**src/rtl/fsg_pkg.sv**
```systemverilog
package fsg_pkg;
  typedef enum logic [1:0] {
    RS_PASS = 2'd0,
    RS_ERR1 = 2'd1,
    RS_ERR2 = 2'd2
  } rsp_state_e;

  typedef enum logic {
    LD_FETCH = 1'b0,
    LD_DONE  = 1'b1
  } ld_state_e;

  localparam logic [1:0] HTRANS_IDLE = 2'b00;
endpackage

```
**src/rtl/fsg_cfg_loader.sv**
```systemverilog
module fsg_cfg_loader
  import fsg_pkg::*;
#(
  parameter int               ADDR_W      = 32,
  parameter int               FIELD_W     = 8,
  parameter logic [ADDR_W-1:0] SHADOW_BASE = 32'h00FF_C000,
  parameter logic [ADDR_W-1:0] CFG_OFS     = 32'h0000_3E00
) (
  input  logic                 clk,
  input  logic                 rst_n,
  output logic                 cfg_rd_req,
  output logic [ADDR_W-1:0]    cfg_rd_addr,
  input  logic                 cfg_rd_valid,
  input  logic [2*FIELD_W-1:0] cfg_rd_data,
  output logic                 loaded,
  output logic [FIELD_W-1:0]   sup_fld,
  output logic [FIELD_W-1:0]   dat_fld
);
  ld_state_e          state_q, state_d;
  logic               cap_en;
  logic [FIELD_W-1:0] sup_q, dat_q;

  assign cap_en = (state_q == LD_FETCH) && cfg_rd_valid;

  always_comb begin
    state_d = state_q;
    if (cap_en) state_d = LD_DONE;
  end

  always_ff @(posedge clk or negedge rst_n) begin
    if (!rst_n) begin
      state_q <= LD_FETCH;
      sup_q   <= '1;
      dat_q   <= '1;
    end else begin
      state_q <= state_d;
      if (cap_en) begin
        sup_q <= cfg_rd_data[FIELD_W-1:0];
        dat_q <= cfg_rd_data[2*FIELD_W-1:FIELD_W];
      end
    end
  end

  assign cfg_rd_req  = (state_q == LD_FETCH);
  assign cfg_rd_addr = SHADOW_BASE + CFG_OFS;
  assign loaded      = (state_q == LD_DONE);
  assign sup_fld     = sup_q;
  assign dat_fld     = dat_q;
endmodule

```
**src/rtl/fsg_sector_check.sv**
```systemverilog
module fsg_sector_check #(
  parameter int                ADDR_W      = 32,
  parameter logic [ADDR_W-1:0] SHADOW_BASE = 32'h00FF_C000,
  parameter int                SECT_LOG2   = 12,
  parameter int                SECT_BITS   = 2,
  parameter int                FIELD_W     = 8,
  parameter int                FIELD_LSB   = 4
) (
  input  logic [ADDR_W-1:0]  addr,
  input  logic [1:0]         prot,
  input  logic [FIELD_W-1:0] sup_fld,
  input  logic [FIELD_W-1:0] dat_fld,
  input  logic               glb_user_deny,
  input  logic               glb_fetch_deny,
  output logic               deny
);
  localparam int REG_LOG2 = SECT_LOG2 + SECT_BITS;
  localparam int NSECT    = 1 << SECT_BITS;

  logic                 is_user, is_fetch, in_shadow, glb_deny;
  logic [NSECT-1:0]     sect_deny;
  logic [SECT_BITS-1:0] sect_idx;
  logic                 unused_bits;

  assign is_user   = ~prot[1];
  assign is_fetch  = ~prot[0];
  assign in_shadow = (addr[ADDR_W-1:REG_LOG2] == SHADOW_BASE[ADDR_W-1:REG_LOG2]);
  assign sect_idx  = addr[REG_LOG2-1:SECT_LOG2];

  for (genvar s = 0; s < NSECT; s++) begin : g_sect
    assign sect_deny[s] = (is_user  &  sup_fld[FIELD_LSB+s]) |
                          (is_fetch & ~dat_fld[FIELD_LSB+s]);
  end

  assign glb_deny = (is_user & glb_user_deny) | (is_fetch & glb_fetch_deny);
  assign deny     = glb_deny | (in_shadow & sect_deny[sect_idx]);

  assign unused_bits = ^{addr[SECT_LOG2-1:0], sup_fld[FIELD_LSB-1:0], dat_fld[FIELD_LSB-1:0]};
endmodule

```
**src/rtl/fsg_err_seq.sv**
```systemverilog
module fsg_err_seq
  import fsg_pkg::*;
(
  input  logic       clk,
  input  logic       rst_n,
  input  logic       loaded,
  input  logic [1:0] s_htrans,
  input  logic       deny,
  input  logic       f_hreadyout,
  input  logic       f_hresp,
  output logic       s_hready,
  output logic       s_hresp,
  output logic [1:0] f_htrans
);
  rsp_state_e state_q, state_d;
  logic       accept, fwd_ok;

  always_comb begin
    if (!loaded)                  s_hready = 1'b0;
    else if (state_q == RS_ERR1)  s_hready = 1'b0;
    else if (state_q == RS_ERR2)  s_hready = 1'b1;
    else                          s_hready = f_hreadyout;
  end

  always_comb begin
    if (state_q == RS_ERR1 || state_q == RS_ERR2) s_hresp = 1'b1;
    else                                          s_hresp = loaded & f_hresp;
  end

  assign accept   = s_hready & s_htrans[1];
  assign fwd_ok   = loaded & (state_q != RS_ERR1) & ~deny;
  assign f_htrans = fwd_ok ? s_htrans : HTRANS_IDLE;

  always_comb begin
    state_d = state_q;
    unique case (state_q)
      RS_PASS: if (accept && deny) state_d = RS_ERR1;
      RS_ERR1: state_d = RS_ERR2;
      RS_ERR2: state_d = (accept && deny) ? RS_ERR1 : RS_PASS;
      default: state_d = RS_PASS;
    endcase
  end

  always_ff @(posedge clk or negedge rst_n) begin
    if (!rst_n) state_q <= RS_PASS;
    else        state_q <= state_d;
  end
endmodule

```
**src/rtl/flash_shadow_guard.sv**
```systemverilog
module flash_shadow_guard
  import fsg_pkg::*;
#(
  parameter int                ADDR_W      = 32,
  parameter logic [ADDR_W-1:0] SHADOW_BASE = 32'h00FF_C000,
  parameter logic [ADDR_W-1:0] CFG_OFS     = 32'h0000_3E00,
  parameter int                SECT_LOG2   = 12,
  parameter int                SECT_BITS   = 2,
  parameter int                FIELD_W     = 8,
  parameter int                FIELD_LSB   = 4
) (
  input  logic                 clk,
  input  logic                 rst_n,
  input  logic [ADDR_W-1:0]    s_haddr,
  input  logic [1:0]           s_htrans,
  input  logic [1:0]           s_hprot,
  output logic                 s_hready,
  output logic                 s_hresp,
  output logic [1:0]           f_htrans,
  output logic                 f_hready,
  input  logic                 f_hreadyout,
  input  logic                 f_hresp,
  input  logic                 glb_user_deny,
  input  logic                 glb_fetch_deny,
  output logic                 cfg_rd_req,
  output logic [ADDR_W-1:0]    cfg_rd_addr,
  input  logic [2*FIELD_W-1:0] cfg_rd_data,
  input  logic                 cfg_rd_valid
);
  logic [1:0]         rst_sync_q;
  logic               rst_int_n;
  logic               loaded, deny;
  logic [FIELD_W-1:0] sup_fld, dat_fld;

  always_ff @(posedge clk or negedge rst_n) begin
    if (!rst_n) rst_sync_q <= 2'b00;
    else        rst_sync_q <= {rst_sync_q[0], 1'b1};
  end
  assign rst_int_n = rst_sync_q[1];

  fsg_cfg_loader #(
    .ADDR_W(ADDR_W), .FIELD_W(FIELD_W), .SHADOW_BASE(SHADOW_BASE), .CFG_OFS(CFG_OFS)
  ) u_loader (
    .clk(clk), .rst_n(rst_int_n),
    .cfg_rd_req(cfg_rd_req), .cfg_rd_addr(cfg_rd_addr),
    .cfg_rd_valid(cfg_rd_valid), .cfg_rd_data(cfg_rd_data),
    .loaded(loaded), .sup_fld(sup_fld), .dat_fld(dat_fld)
  );

  fsg_sector_check #(
    .ADDR_W(ADDR_W), .SHADOW_BASE(SHADOW_BASE), .SECT_LOG2(SECT_LOG2),
    .SECT_BITS(SECT_BITS), .FIELD_W(FIELD_W), .FIELD_LSB(FIELD_LSB)
  ) u_check (
    .addr(s_haddr), .prot(s_hprot), .sup_fld(sup_fld), .dat_fld(dat_fld),
    .glb_user_deny(glb_user_deny), .glb_fetch_deny(glb_fetch_deny), .deny(deny)
  );

  fsg_err_seq u_err (
    .clk(clk), .rst_n(rst_int_n), .loaded(loaded), .s_htrans(s_htrans), .deny(deny),
    .f_hreadyout(f_hreadyout), .f_hresp(f_hresp),
    .s_hready(s_hready), .s_hresp(s_hresp), .f_htrans(f_htrans)
  );

  assign f_hready = s_hready;
endmodule

```
**config.mk**
```make
export PLATFORM = sky130hd
export DESIGN_NAME = flash_shadow_guard
export DESIGN_NICKNAME = d
export VERILOG_FILES = /design/src/rtl/fsg_pkg.sv /design/src/rtl/fsg_cfg_loader.sv /design/src/rtl/fsg_sector_check.sv /design/src/rtl/fsg_err_seq.sv /design/src/rtl/flash_shadow_guard.sv
export SDC_FILE = /design/constraint.sdc
export NUM_CORES = 1
export LEC_CHECK = 0
export CORE_MARGIN = 8
export CORE_UTILIZATION = 32
export DETAILED_ROUTE_END_ITERATION = 8
export PLACE_DENSITY = 0.8
export REMOVE_ABC_BUFFERS = 1
export SLEW_MARGIN = 30
export SYNTH_ARGS = -nofsm -noshare
export SYNTH_HDL_FRONTEND = slang
export SYNTH_HIERARCHICAL = 1
export SYNTH_SLANG_ARGS = --single-unit
```
**constraint.sdc**
```tcl
create_clock -name clk -period 1.4 [get_ports clk]
set_clock_uncertainty 0.1 [all_clocks]
set_input_delay 0.21 -clock clk [delete_from_list [all_inputs] [get_ports clk]]
set_output_delay 0.21 -clock clk [all_outputs]
set_load 0.02 [all_outputs]
```
==> results of run 1 <==
-- timing repair --
item,in CTS,in global routing
hold buffers,1,0
gates resized for setup,61,7
hold endpoints to repair,2,0
buffers inserted,1,2
setup endpoints to repair,8,12
pin swaps,7,2
-- critical path, cell delays in order --
cell and delay [ns]:
dlygate4sd2_1 0.22, or4b_1 0.52, nor3_2 0.21, a41o_1 0.27, buf_4 0.15, nand2_4 0.05, or4b_1 0.52, nand3_1 0.09
-- where the power goes --
group | switching, mW | internal, mW
Sequential | 0.0422 | 0.443
Clock | 0.120 | 0.110
Combinational | 0.336 | 0.369
Total | 0.498 | 0.923
-- cells in the final DEF (no fill, tap or decap), types with 3 or more instances in the layout --
| cell | instances |
|---|---|
| a21oi_1 | 3 |
| buf_4 | 14 |
| buf_6 | 4 |
| clkbuf_4 | 3 |
| clkdlybuf4s50_1 | 28 |
| conb_1 | 33 |
| dfrtp_1 | 5 |
| dfstp_2 | 8 |
| dlygate4sd2_1 | 10 |
| inv_1 | 4 |
| mux2_2 | 4 |
| mux2_4 | 4 |
-- through the flow --
stage	setup WS [ns]	util	hold WS, ns
after floorplan	-0.529	-	-0.186
after global placement	-1.19	0.455	0.0791
after detailed placement	-1.21	0.455	0.0838
after CTS	-0.722	0.482	0.0822
after global routing	-0.787	0.494	0.130
final	-0.725	0.494	0.0684
-- cell type report --
class	count	area [um^2]
Fill cell	324	1660
Multi-Input combinational cell	83	634
Timing Repair Buffer	58	548
Sequential cell	13	335
Tap cell	46	57.6
Clock buffer	4	26.3
Inverter	6	22.5
-- flip-flops by register name (all words and copies together) (netlist names) --
register          count
u_err/state_q         2
u_loader/dat_fld      4
u_loader/loaded       1
u_loader/sup_fld      4
rst_sync_q            2
-- final timing paths --
check	startpoint	to	slack (ns)	cells past startpoint
worst min register to register	rst_sync_q[1]$_DFF_PN0_	u_loader/loaded$_DFFE_PN0P_	0.07	0
worst max register to register	u_loader/sup_fld[6]$_DFFE_PN1P_	u_err/state_q[0]$_DFFE_PN0P_	-0.63	7
worst min-delay path	rst_sync_q[1]$_DFF_PN0_	u_loader/loaded$_DFFE_PN0P_	0.07	0
max in group asynchronous	rst_n	rst_sync_q[1]$_DFF_PN0_	0.54	2
min in group clk	rst_sync_q[0]$_DFF_PN0_	rst_sync_q[1]$_DFF_PN0_	0.26	0
worst max-delay path	s_haddr[24]	u_err/state_q[0]$_DFFE_PN0P_	-0.72	8
-- metal layers --
metal | track usage | vias up | share of wire
met5 | 0 | - | 0
met4 | 0.0399 | 0 | 0.0092
met3 | 0.0391 | 4 | 0.16
met2 | 0.171 | 51 | 0.48
met1 | 0.107 | 412 | 0.35
li1 | - | 416 | -
==> impl_metrics.json, run 1 <==
{
  "status": "finished, violations left",
  "violations": "negative setup slack",
  "cts_buffer_depth": 2,
  "clock_tree.root_cell": "clkbuf_4",
  "worstSetupStartpointType": "primary input",
  "dp_hpwl_um": 2250,
  "power_mw": 1.42,
  "dieArea_um2": 5470,
  "htree_num_levels": 1,
  "post_route_cells_drive_above_1_share": 0.354,
  "cp_data_required_time_ns": 1.52,
  "grt_pass1_wl_um": 4250,
  "die_y_um": 74.0,
  "rsz0062_at_grt": "yes",
  "place_inst": 202,
  "routed_via_density": 4.20,
  "path_clk_slew_ns": 0.08,
  "power_density_nw_per_um2": 875,
  "cts_tree": "done",
  "port_buffers": 44,
  "n_antenna_cell": 0,
  "period_minus_slack_ns": 2.12,
  "die_w_um": 74.0,
  "syn2layout_area_growth_pct": 50.9,
  "wl_per_cell_um": 13.4,
  "place.gp.congestion": 0.813,
  "io_pins": 97,
  "drc": 0,
  "path_max_fanout": 4,
  "start_util": 0.328,
  "grt_usage": 0.0999,
  "drtIter0Drc": 13,
  "arrival_ns": 2.24,
  "yosys_warnings": 6,
  "worstSetupPathType": "primary input to flop",
  "gr-total-overflow": 0,
  "worst_slack_ns": -0.725,
  "layout.nets": 228,
  "synth_cells": 107,
  "antenna_found_initial": 0,
  "vdd_drop_max_mv": 0.451,
  "slew_viol_final": 0,
  "fin_cells": 210,
  "tns_ns": -3.30,
  "rows": 21,
  "setup_viol": 7,
  "vias": 883,
  "worstSetupEndpointType": "flop",
  "cts_made_buffers": 3,
  "avgSynthCellArea_um2": 10.1,
  "grt_pass1_vias": 928,
  "core_area_um2": 3280,
  "post-route-period-util": 1.52,
  "dr.pass1.iters": 4,
  "ant_nets": 0,
  "final_hold_viol_count": 0,
  "grt_max_degree": 12,
  "design_area_um2": 1620,
  "synth_area_um2": 1080,
  "placed_area_um2": 1500,
  "cellLeakagePower_nw": 0.741,
  "worst_hold_path_type": "flop to async pin",
  "clk_latency_ns": 0.28,
  "cts_sinks": 13,
  "max-cap-violations": 0,
  "wirelength_um": 2810,
  "max_freq_mhz": 471
}
(Power assumes the default switching activity.)
==> inputs of run 2 (changes only) <==
- MAX_ROUTING_LAYER: default -> met4
==> run 2 against run 1 <==
The run still ends with negative setup slack left; power down 0.18%; sequential share of layout area unchanged; utilization did not move; clock power about the same; combinational power about the same; non-clock buffer count is the same; hold slack improved by 0.0017 ns; setup slack got worse by 0.0050 ns; count of clock-buffer cells in the layout stayed put; largest power group unchanged.
==> impl_metrics.json, run 2 (synthesized netlist as in run 1, its figures left out) <==
{
  "setup_viol": 7,
  "slowest_stage": "or4b_1",
  "layout_common_cells": "conb_1, clkdlybuf4s50_1, buf_4",
  "drc": 0,
  "die_w_um": 74.0,
  "start_util": 0.328,
  "path_clk_slew_ns": 0.08,
  "gr-total-overflow": 0,
  "place.gp.congestion": 0.825,
  "worstSetupEndpointType": "flop",
  "cts_buffer_depth": 2,
  "crit_path_start": "s_haddr[24]",
  "cellLeakagePower_nw": 0.741,
  "cts_made_buffers": 3,
  "fillers": 324,
  "place_inst": 202,
  "grt_pass1_vias": 925,
  "worstSetupPathType": "primary input to flop",
  "io_pins": 97,
  "rsz0062_at_grt": "yes",
  "htree_num_levels": 1,
  "max_freq_mhz": 470,
  "dr.pass1.iters": 4,
  "syn2layout_area_growth_pct": 50.9,
  "status": "finished, violations left",
  "port_buffers": 44,
  "layout.nets": 228,
  "grt_usage": 0.104,
  "grt_pass1_wl_um": 4260,
  "worstSetupStartpointType": "primary input",
  "clk_latency_ns": 0.28,
  "n_antenna_cell": 0,
  "violations": "negative setup slack",
  "fin_cells": 210,
  "ff_latch_area_um2": 335,
  "cp_cell_sequence": "dlygate4sd2_1 > or4b_1 > nor3_2 > a41o_1 > buf_4 > nand2_4 > or4b_1 > nand3_1",
  "vias": 879,
  "ant_nets": 0,
  "arrival_ns": 2.25,
  "power_density_nw_per_um2": 873,
  "routed_via_density": 4.19,
  "post_route_cells_drive_above_1_share": 0.354,
  "wirelength_um": 2800,
  "drtIter0Drc": 15,
  "wl_per_cell_um": 13.3,
  "final_hold_viol_count": 0,
  "slew_viol_final": 0,
  "cpMostUsedCell": "or4b_1",
  "post-route-period-util": 1.52,
  "clock_tree.root_cell": "clkbuf_4",
  "core_area_um2": 3280,
  "antenna_found_initial": 0,
  "final_util": 0.494,
  "die_y_um": 74.0,
  "multi_input_area_um2": 634,
  "worst_hold_path_type": "flop to async pin",
  "cp_data_required_time_ns": 1.52,
  "period_minus_slack_ns": 2.13,
  "crit_family": "simple AND/OR/NAND/NOR gates",
  "path_max_fanout": 4,
  "max_stage_delay_ns": 0.52,
  "mostFrequentLayoutCell": "conb_1",
  "max-cap-violations": 0,
  "path_buf_inv": 2,
  "cts_tree": "done",
  "worst_slack_ns": -0.730,
  "cts_sinks": 13,
  "r2r-start": "u_loader/sup_fld[6]$_DFFE_PN1P_",
  "dpl_worst_slack_ns": -1.21,
  "tns_ns": -3.29,
  "rows": 21,
  "dieArea_um2": 5470,
  "vdd_drop_max_mv": 0.452,
  "grt_max_degree": 12,
  "dp_hpwl_um": 2250
}
## run 2: worst register-to-register path, stage by stage, from the launching register on
cell and delay, ns:
dfstp_2 0.55, nor4b_2 0.05, nor3_1 0.21, a41o_1 0.26, buf_4 0.15, nand2_4 0.05
or4b_1 0.52, nand3_1 0.09
## run 2: per-stage QoR
stage	total power, mW	hold slack [ns]	cell area, um^2
after CTS	1.39	0.0822	1580
after detailed placement	1.07	0.0838	1500
after global placement	1.06	0.0791	1500
after floorplan	0.786	-0.186	910
final	1.42	0.0700	1620
after global routing	1.52	0.130	1620
## run 2: power by group
group          leakage, nW  internal (mW)  switching (mW)
clock network       0.0150          0.110           0.118
registers            0.142          0.443          0.0424
logic                0.583          0.369           0.336
## run 2: final timing paths
check,end,slack [ns],cells after the start
worst max-delay path,u_err/state_q[0]$_DFFE_PN0P_,-0.73,8
worst min-delay path,u_loader/loaded$_DFFE_PN0P_,0.07,0
worst max register to register,u_err/state_q[0]$_DFFE_PN0P_,-0.64,7
worst min register to register,u_loader/loaded$_DFFE_PN0P_,0.07,0
max in group asynchronous,rst_sync_q[1]$_DFF_PN0_,0.54,2
min in group clk,rst_sync_q[1]$_DFF_PN0_,0.26,0
## run 2: layout make-up
class                   instances  area share
repair buffers                 58       0.337
flip-flops and latches         13       0.206
inverters                       6      0.0139
clock buffers                   4      0.0162
well taps                      46      0.0354
multi-input cells              83       0.391
## run 2: layer usage
metal	vias to the layer above	track usage	part of all wire
li1	416	-	-
met1	412	0.109	0.36
met2	49	0.171	0.48
met3	2	0.0404	0.16
met4	0	0.0399	0.0029
met5	-	-	0
## run 2: timing repair
action / in CTS / in global routing
gates resized for setup: 61 / 7
endpoints found under the setup margin: 8 / 12
setup buffers: 1 / 2
hold endpoints to repair: 2 / 0
hold buffers: 1 / 0
pin swaps: 7 / 2
gates cloned: 0 / 0
==> inputs of run 3 (changes only) <==
- CAP_MARGIN: default -> 10
==> results of run 3 <==
No change in the layout: final DEF, timing and power equal those of run 2.
